$ cat config.mk
export PLATFORM = sky130hd
export DESIGN_NAME = busseq_ctrl
export DESIGN_NICKNAME = d
export VERILOG_FILES = /design/src/rtl/busseq_pkg.sv /design/src/rtl/busseq_fsm.sv /design/src/rtl/busseq_latch.sv /design/src/rtl/busseq_drive.sv /design/src/rtl/busseq_ctrl.sv
export SDC_FILE = /design/constraint.sdc
export NUM_CORES = 1
export LEC_CHECK = 0
export ABC_AREA = 1
export ABC_CLOCK_PERIOD_IN_PS = 3300
export BUFFER_PORTS_ARGS = -buffer_cell sky130_fd_sc_hd__buf_2
export CAP_MARGIN = 20
export CELL_PAD_IN_SITES_DETAIL_PLACEMENT = 0
export CELL_PAD_IN_SITES_GLOBAL_PLACEMENT = 2
export CORE_UTILIZATION = 25
export DETAILED_ROUTE_END_ITERATION = 10
export HOLD_SLACK_MARGIN = 0.06
export MAX_ROUTING_LAYER = met4
export PLACE_DENSITY_LB_ADDON = 0.1
export SYNTH_ARGS = -nofsm -noshare
export SYNTH_HDL_FRONTEND = slang
export SYNTH_SLANG_ARGS = --single-unit
export TNS_END_PERCENT = 50
$ cat constraint.sdc
create_clock -name clk -period 3.3 [get_ports clk]
set_input_delay 0.33 -clock clk [delete_from_list [all_inputs] [get_ports clk]]
set_output_delay 0.33 -clock clk [all_outputs]
set_load 0.02 [all_outputs]
$ cat src/rtl/busseq_pkg.sv
package busseq_pkg;

    typedef enum logic [2:0] {
        ST_IDLE  = 3'd0,
        ST_ADDR  = 3'd1,
        ST_DWAIT = 3'd2,
        ST_END   = 3'd3,
        ST_HALT  = 3'd4,
        ST_RWAIT = 3'd5,
        ST_BEXC  = 3'd6
    } bstate_e;

    localparam logic [1:0] K_RD  = 2'd0;
    localparam logic [1:0] K_WR  = 2'd1;
    localparam logic [1:0] K_RMW = 2'd2;

endpackage

$ cat src/rtl/busseq_fsm.sv
module busseq_fsm
    import busseq_pkg::*;
(
    input  logic       clk,
    input  logic       rst_n,
    input  logic       req_valid,
    input  logic [1:0] req_kind,
    input  logic       bus_grant,
    input  logic       berr_n,
    input  logic       halt_n,
    input  logic       dtack_n,
    output bstate_e    st,
    output logic [1:0] kind,
    output logic       wph,
    output logic       ready,
    output logic       load,
    output logic       cap
);

    typedef struct packed {
        bstate_e    st;
        logic [1:0] kind;
        logic       wph;
    } fsm_t;

    fsm_t s_d, s_q;

    always_comb begin
        s_d   = s_q;
        load  = 1'b0;
        cap   = 1'b0;
        ready = (s_q.st == ST_IDLE) && halt_n && bus_grant;
        unique case (s_q.st)
            ST_IDLE: begin
                if (ready && req_valid) begin
                    s_d.st   = ST_ADDR;
                    s_d.kind = (req_kind == K_RMW) ? K_RMW :
                               (req_kind == K_WR)  ? K_WR  : K_RD;
                    s_d.wph  = (req_kind == K_WR);
                    load     = 1'b1;
                end
            end
            ST_ADDR: s_d.st = ST_DWAIT;
            ST_DWAIT: begin
                if (!berr_n) begin
                    // bus error outranks acknowledge; RMW never retries
                    s_d.st = (s_q.kind == K_RMW || halt_n) ? ST_BEXC : ST_RWAIT;
                end else if (!dtack_n) begin
                    cap = !s_q.wph;
                    if (s_q.kind == K_RMW && !s_q.wph) begin
                        s_d.st  = ST_ADDR;
                        s_d.wph = 1'b1;
                    end else begin
                        s_d.st = ST_END;
                    end
                end
            end
            ST_END:   s_d.st = halt_n ? ST_IDLE : ST_HALT;
            ST_HALT:  if (halt_n) s_d.st = ST_IDLE;
            ST_RWAIT: if (halt_n && berr_n && bus_grant) s_d.st = ST_ADDR;
            ST_BEXC:  s_d.st = ST_IDLE;
            default:  s_d.st = ST_IDLE;
        endcase
    end

    always_ff @(posedge clk or negedge rst_n) begin
        if (!rst_n) s_q <= '{st: ST_IDLE, kind: K_RD, wph: 1'b0};
        else        s_q <= s_d;
    end

    assign st   = s_q.st;
    assign kind = s_q.kind;
    assign wph  = s_q.wph;

endmodule

$ cat src/rtl/busseq_latch.sv
module busseq_latch #(
    parameter int AW  = 24,
    parameter int DW  = 16,
    parameter int FCW = 3
) (
    input  logic           clk,
    input  logic           rst_n,
    input  logic           load,
    input  logic           cap,
    input  logic [AW-1:0]  req_addr,
    input  logic [FCW-1:0] req_fc,
    input  logic [DW-1:0]  req_wdata,
    input  logic [DW-1:0]  din,
    output logic [AW-1:0]  addr,
    output logic [FCW-1:0] fc,
    output logic [DW-1:0]  wdata,
    output logic [DW-1:0]  rdata
);

    typedef struct packed {
        logic [AW-1:0]  addr;
        logic [FCW-1:0] fc;
        logic [DW-1:0]  wd;
        logic [DW-1:0]  rd;
    } rec_t;

    rec_t r_d, r_q;

    always_comb begin
        r_d = r_q;
        if (load) begin
            r_d.addr = req_addr;
            r_d.fc   = req_fc;
            r_d.wd   = req_wdata;
        end
        if (cap) r_d.rd = din;
    end

    always_ff @(posedge clk or negedge rst_n) begin
        if (!rst_n) r_q <= '0;
        else        r_q <= r_d;
    end

    assign addr  = r_q.addr;
    assign fc    = r_q.fc;
    assign wdata = r_q.wd;
    assign rdata = r_q.rd;

endmodule

$ cat src/rtl/busseq_drive.sv
module busseq_drive
    import busseq_pkg::*;
(
    input  bstate_e st,
    input  logic    wph,
    output logic    as_n,
    output logic    ds_n,
    output logic    rw,
    output logic    dout_oe,
    output logic    done,
    output logic    berr_exc
);

    logic on_bus;

    always_comb begin
        on_bus   = (st == ST_ADDR) || (st == ST_DWAIT);
        as_n     = !on_bus;
        ds_n     = (st != ST_DWAIT);
        rw       = !wph;
        dout_oe  = on_bus && wph;
        done     = (st == ST_END);
        berr_exc = (st == ST_BEXC);
    end

endmodule

$ cat src/rtl/busseq_ctrl.sv
module busseq_ctrl
    import busseq_pkg::*;
#(
    parameter int AW  = 24,
    parameter int DW  = 16,
    parameter int FCW = 3
) (
    input  logic           clk,
    input  logic           rst_n,
    input  logic           req_valid,
    input  logic [1:0]     req_kind,
    input  logic [AW-1:0]  req_addr,
    input  logic [FCW-1:0] req_fc,
    input  logic [DW-1:0]  req_wdata,
    output logic           req_ready,
    input  logic           bus_grant,
    input  logic           berr_n,
    input  logic           halt_n,
    input  logic           dtack_n,
    input  logic [DW-1:0]  din,
    output logic [AW-1:0]  bus_addr,
    output logic [FCW-1:0] bus_fc,
    output logic           as_n,
    output logic           ds_n,
    output logic           rw,
    output logic [DW-1:0]  dout,
    output logic           dout_oe,
    output logic           done,
    output logic [DW-1:0]  rdata,
    output logic           berr_exc,
    output logic [AW-1:0]  exc_addr,
    output logic [FCW-1:0] exc_fc
);

    bstate_e    st;
    logic [1:0] kind;
    logic       wph;
    logic       load;
    logic       cap;

    busseq_fsm u_fsm (
        .clk(clk), .rst_n(rst_n), .req_valid(req_valid), .req_kind(req_kind),
        .bus_grant(bus_grant), .berr_n(berr_n), .halt_n(halt_n), .dtack_n(dtack_n),
        .st(st), .kind(kind), .wph(wph), .ready(req_ready), .load(load), .cap(cap)
    );

    busseq_latch #(.AW(AW), .DW(DW), .FCW(FCW)) u_lat (
        .clk(clk), .rst_n(rst_n), .load(load), .cap(cap),
        .req_addr(req_addr), .req_fc(req_fc), .req_wdata(req_wdata), .din(din),
        .addr(bus_addr), .fc(bus_fc), .wdata(dout), .rdata(rdata)
    );

    busseq_drive u_drv (
        .st(st), .wph(wph), .as_n(as_n), .ds_n(ds_n), .rw(rw),
        .dout_oe(dout_oe), .done(done), .berr_exc(berr_exc)
    );

    assign exc_addr = bus_addr;
    assign exc_fc   = bus_fc;

endmodule

# ---- Word level (Yosys, flattened, before mapping)
# Cells that the tools add are included.
dict set report classes {
  reduce_logical 16
  n_eq_ne 17
  muxes 20
}
# op n
set op_table {}
lappend op_table {{case mux 3 bit (6 select lines)} 1}
lappend op_table {{two-way mux 3 bit} 5}
lappend op_table {{inequality test 2 bit, second input constant} 5}
lappend op_table {{== test 3 bit, second input constant} 3}
lappend op_table {{two-way mux 1 bit} 9}
lappend op_table {{logical AND 1 bit} 7}
lappend op_table {{== test 3 x 2 -> 1 bit, second input constant} 2}
lappend op_table {{two-way mux 2 bit} 3}
lappend op_table {{two-way mux 6 bit} 1}
lappend op_table {{AND reduction 5 bit} 1}
lappend op_table {{== test 2 bit, second input constant} 2}
lappend op_table {{AND reduction 4 bit} 1}
lappend op_table {{== test 3 x 1 -> 1 bit, second input constant} 1}
lappend op_table {{logical NOT 3 bit} 1}
lappend op_table {{inequality test 3 x 2 -> 1 bit, second input constant} 1}
lappend op_table {{inequality test 3 bit, second input constant} 1}
lappend op_table {{== test 2 x 1 -> 1 bit, second input constant} 1}
lappend op_table {{logical NOT 1 bit} 2}
lappend op_table {{logical OR 1 bit} 2}
lappend op_table {{inequality test 2 x 1 -> 1 bit, second input constant} 1}
lappend op_table {{case mux 1 bit (2 select lines)} 1}
lappend op_table {{AND reduction 2 bit} 1}
lappend op_table {{nonzero test 2 bit} 1}
dict set report totals {
  output_inout_bits 93
  wordCells 60
  regBits 65
  inputBits 68
}

# ---- Longest topological paths before layout
dict set report logic_depth {
  ltp_word 6
  mapped_depth 8
  depth_no_buf 8
}

# ---- Cells and area by module
# Synthesis repeated with hierarchy kept, for this count alone.
dict set report unflattened {
  hier_cells 363
  hier_area_um2 3042.9
}
# mod cells_each instances area_per_inst_um2 seq_area_each_um2
set by_module_without_submodules {}
lappend by_module_without_submodules {busseq_latch 250 1 2307.2 1476.4}
lappend by_module_without_submodules {busseq_fsm 74 1 483.0 150.1}
lappend by_module_without_submodules {busseq_ctrl 27 1 202.7 0.0}
lappend by_module_without_submodules {busseq_drive 12 1 50.0 0.0}

# ---- Worst setup path before layout
# OpenSTA, ideal clock, no wires.
dict set report synth_path {
  path_type {reg2out}
  start {register u_fsm.s_q, in the netlist u_fsm.st[2]}
  end {output port dout_oe}
  n_path_buf 0
  arrival_ns 1.387
  required_ns 2.970
  stages_incl_launch_ff 8
  slack_ns 1.583
  cell_sequence {dfrtp_1 -> inv_2 -> nand2_1 -> nor2_2 -> inv_1 -> nand2_1 -> inv_1 -> nor2_1}
}
dict set report synth_between {
  elab_chain_len 3
  word_cells_on_any_way 4
  cone_classes {eq/ne (2); reduce/logical (2)}
}
# element line
set synth_lines {}
lappend synth_lines {{start: declaration} busseq_fsm.sv:26} ;# fsm_t s_d, s_q;
lappend synth_lines {{start signal: assignment} busseq_fsm.sv:67} ;# if (!rst_n) s_q <= '{st: ST_IDLE, kind: K_RD, wph: 1'b0};
lappend synth_lines {{== test 3 x 1 -> 1 bit / == test 3 x 2 -> 1 bit (equally long branches)} busseq_drive.sv:17} ;# on_bus = (st == ST_ADDR) || (st == ST_DWAIT);
lappend synth_lines {{logical OR 1 bit *} busseq_drive.sv:17}
lappend synth_lines {{logical AND 1 bit *} busseq_drive.sv:21} ;# dout_oe = on_bus && wph;
lappend synth_lines {{end: declaration} busseq_ctrl.sv:27} ;# output logic dout_oe,
# Every way passes the cells marked *; elsewhere a longest branch is shown, timed or not.

# ---- Final worst setup path
# Ends and elaborated chain as after synthesis.

==> impl_metrics.env <==
export IMPL_synth_enable_flop_cells=0
export IMPL_skew_ns=0.004241
export IMPL_rsz0062_at_grt="no"
export IMPL_crit_path_start_kind="flip-flop"
export IMPL_finalHoldViolCount=0
export IMPL_die_w_microns=110.4
export IMPL_endpoint_required_time_on_the_critical_path_ns=2.97
export IMPL_seq_area_sq_um=1627
export IMPL_first_global_vias=2590
export IMPL_synth_top_area_share=0.5534
export IMPL_synth_cell_area_sq_um=2939
export IMPL_ys_types=20
export IMPL_worst_endpoint_arrival_ns=1.84
export IMPL_place_ws_ns=1.456
export IMPL_nets=556
export IMPL_i_o_pins=161
export IMPL_post_route_period_util=0.6581
export IMPL_ant_nets=0
export IMPL_average_vias_per_placed_instance=4.153
export IMPL_clock_latency_ns=0.32
export IMPL_finalCriticalPeriod_ns=2.172
export IMPL_status="complete, no violations"
export IMPL_synth_top_area_cell="dfrtp_1"
export IMPL_first_pass_grt_wire_length_microns=13500
export IMPL_critical_path_max_stage_delay_ns=0.42
export IMPL_cts_hold_buffers_added=0
export IMPL_dr_total_vias=2641
export IMPL_post_cts_buffers=0
export IMPL_irDropWorstVdd_uv=228.7
export IMPL_crit_chain="inv_2 > nand2_1 > nor2_2 > inv_1 > nand2_1 > inv_1 > nor2_1 > buf_2"
export IMPL_cellLeakagePower_nw=2.368
export IMPL_finalInstanceArea_sq_um=3945
export IMPL_totalWireLength_microns=8169
export IMPL_pin_count_of_the_biggest_net_entering_global_routing=47
export IMPL_crit_path_end_kind="primary output"
export IMPL_avgRoutedWirePerCell_microns=12.84
export IMPL_prevailing_post_synth_register_cell="dfrtp_1"
export IMPL_hold_path_class="in -> async"
export IMPL_postLayoutCoreUtil=0.3455
export IMPL_start_util=0.2574
export IMPL_multi_input_area_sq_um=964.7
export IMPL_worst_setup_hold_path_clk_slew_ns=0.05
export IMPL_layout_area_overhead_vs_synth_pct=34.23
export IMPL_criticalPathCategory="reg -> out"
export IMPL_yosys_warnings=0
export IMPL_asyncSetResetFlopFracSynth=1.000
export IMPL_report_final_slew_viol_count=0
export IMPL_drv_max_cap_violation_count=0
export IMPL_antenna_cells=0
export IMPL_critical_path_slowest_cell="dfrtp_1"
export IMPL_grt_overflow_total=0
export IMPL_core_area_sq_um=11420
export IMPL_relSlewSlack=0.4613
export IMPL_count_of_filler_cells_inserted_in_the_layout=1263
export IMPL_placement_io_buffers=160
export IMPL_clock_tree_htree_level_count=3
export IMPL_yosysSeqAreaShare=0.5534
export IMPL_die_h_microns=110.4
export IMPL_routabilityCongestion=0.7701
export IMPL_ys_seq_elements=65
export IMPL_post_route_drc_count=0
export IMPL_power_density_nw_per_um2=634.9
export IMPL_crit_path_max_fanout=12
export IMPL_dr_pass1_iters=4
export IMPL_final_instance_count_excl_fill=636
export IMPL_clk_path_buf_depth=2
export IMPL_max_clock_freq_mhz=460.4
export IMPL_yosys_top_cells_count="nand2_1 (187), dfrtp_1 (65), buf_4 (29), nand3_1 (25), inv_1 (12)"
export IMPL_cts_root_buf="clkbuf_16"
export IMPL_fin_ws_ns=1.128
export IMPL_synthMostInstantiatedCell="nand2_1"
export IMPL_synth_area_top_cells="dfrtp_1 (55%), nand2_1 (24%), buf_4 (7.4%)"
export IMPL_setup_viol_count_final=0
export IMPL_numPlacedInstances=620
export IMPL_drive_above_1_share=0.3732
export IMPL_die_area_sq_um=12190
export IMPL_first_iter_violations=82
export IMPL_synth_fp_nets=421
export IMPL_cts_buffers_inserted=9
export IMPL_grt_total_usage=0.1445
export IMPL_numClockSinks=65
export IMPL_worstMarginPinSlew_ns=0.8069
export IMPL_rows=39
export IMPL_hpwl_after_detailed_placement_microns=5846
export IMPL_r2r_setup_slack_ns=1.49
export IMPL_dpl_cell_area_sq_um=3654
export IMPL_initial_antenna_violation_count=0
export IMPL_synthesis_instances=353
export IMPL_synthesis_area_per_instance_sq_um=8.326
export IMPL_post_cts_resize_count=0
export IMPL_cts_tree="done"
export IMPL_timing_setup_tns_ns=0
-- placed cells by master, fill, tap and decap left out, drive strengths merged --
cell	n
a211oi	1
dfrtp	65
clkbuf	14
buf	164
nand2	188
a21oi	1
o21ai	3
nor3	2
inv	14
bufinv	1
nor2	9
clkinvlp	1
nand3b	1
nand3	25
o211ai	1
nand4	3
-- metal layers --
metal	vias to the layer above	wire (microns)	global-route usage
li1	1337	-	-
met1	1195	3776	0.1798
met2	99	3813	0.2207
met3	10	447	0.03238
met4	0	131	0.07289
met5	-	0	-
-- area by class of cell --
class,instances,share of cell area
sequential,65,0.4123
inverter,14,0.01332
clock inverter,2,0.009515
multi-input combinational,234,0.2445
clock buffer,14,0.06438
tap,143,0.04535
timing repair buffer,164,0.2106
-- final timing paths --
path,endpoint,cells past startpoint,start
worst max-delay path,dout_oe,8,u_fsm.st[2]$_DFFE_PN0P_
worst min-delay path,u_lat.addr[12]$_DFFE_PN0P_,1,rst_n
worst max register to register,u_lat.rdata[13]$_DFFE_PN0P_,7,u_fsm.st[2]$_DFFE_PN0P_
worst min register to register,u_lat.rdata[6]$_DFFE_PN0P_,2,u_lat.rdata[6]$_DFFE_PN0P_
max in group asynchronous,u_lat.fc[1]$_DFFE_PN0P_,2,rst_n
min in group clk,u_lat.addr[23]$_DFFE_PN0P_,3,req_addr[23]
-- critical path: cells and delay by family, from the launching register on --
kind	cells	cell delay, ns
buffers and inverters	4	0.49
flip-flops	1	0.42
AND/OR/NAND/NOR	4	0.62
-- cell families after synthesis --
family                 after synthesis  synth area share
AND/OR/NAND/NOR                    228            0.3155
flip-flops                          65            0.5534
buffers and inverters               54            0.1192
AO/OA/AOI/OAI                        6           0.01192
-- stage by stage --
stage               hold WS, ns  power, mW
floorplan               0.03441      1.412
global placement         0.4528      1.590
detailed placement       0.4541      1.591
CTS                      0.1204      2.552
global route             0.1693      2.644
finish                  0.09712      2.505
-- sequential cells by signal, indices dropped and copies added (netlist names) --
name	cells
u_fsm.kind	2
u_fsm.st	3
u_fsm.wph	1
u_lat.addr	24
u_lat.fc	3
u_lat.rdata	16
u_lat.wdata	16
-- power by group --
| group | switching [mW] | internal (mW) | leakage [nW] | total, mW |
|---|---|---|---|---|
| registers | 0.0697 | 0.910 | 0.840 | 0.979 |
| logic | 0.391 | 0.197 | 1.39 | 0.588 |
| clock network | 0.331 | 0.607 | 0.137 | 0.938 |
| total | 0.792 | 1.71 | 2.37 | 2.50 |
Note: power is estimated with default switching activity, not from simulation.
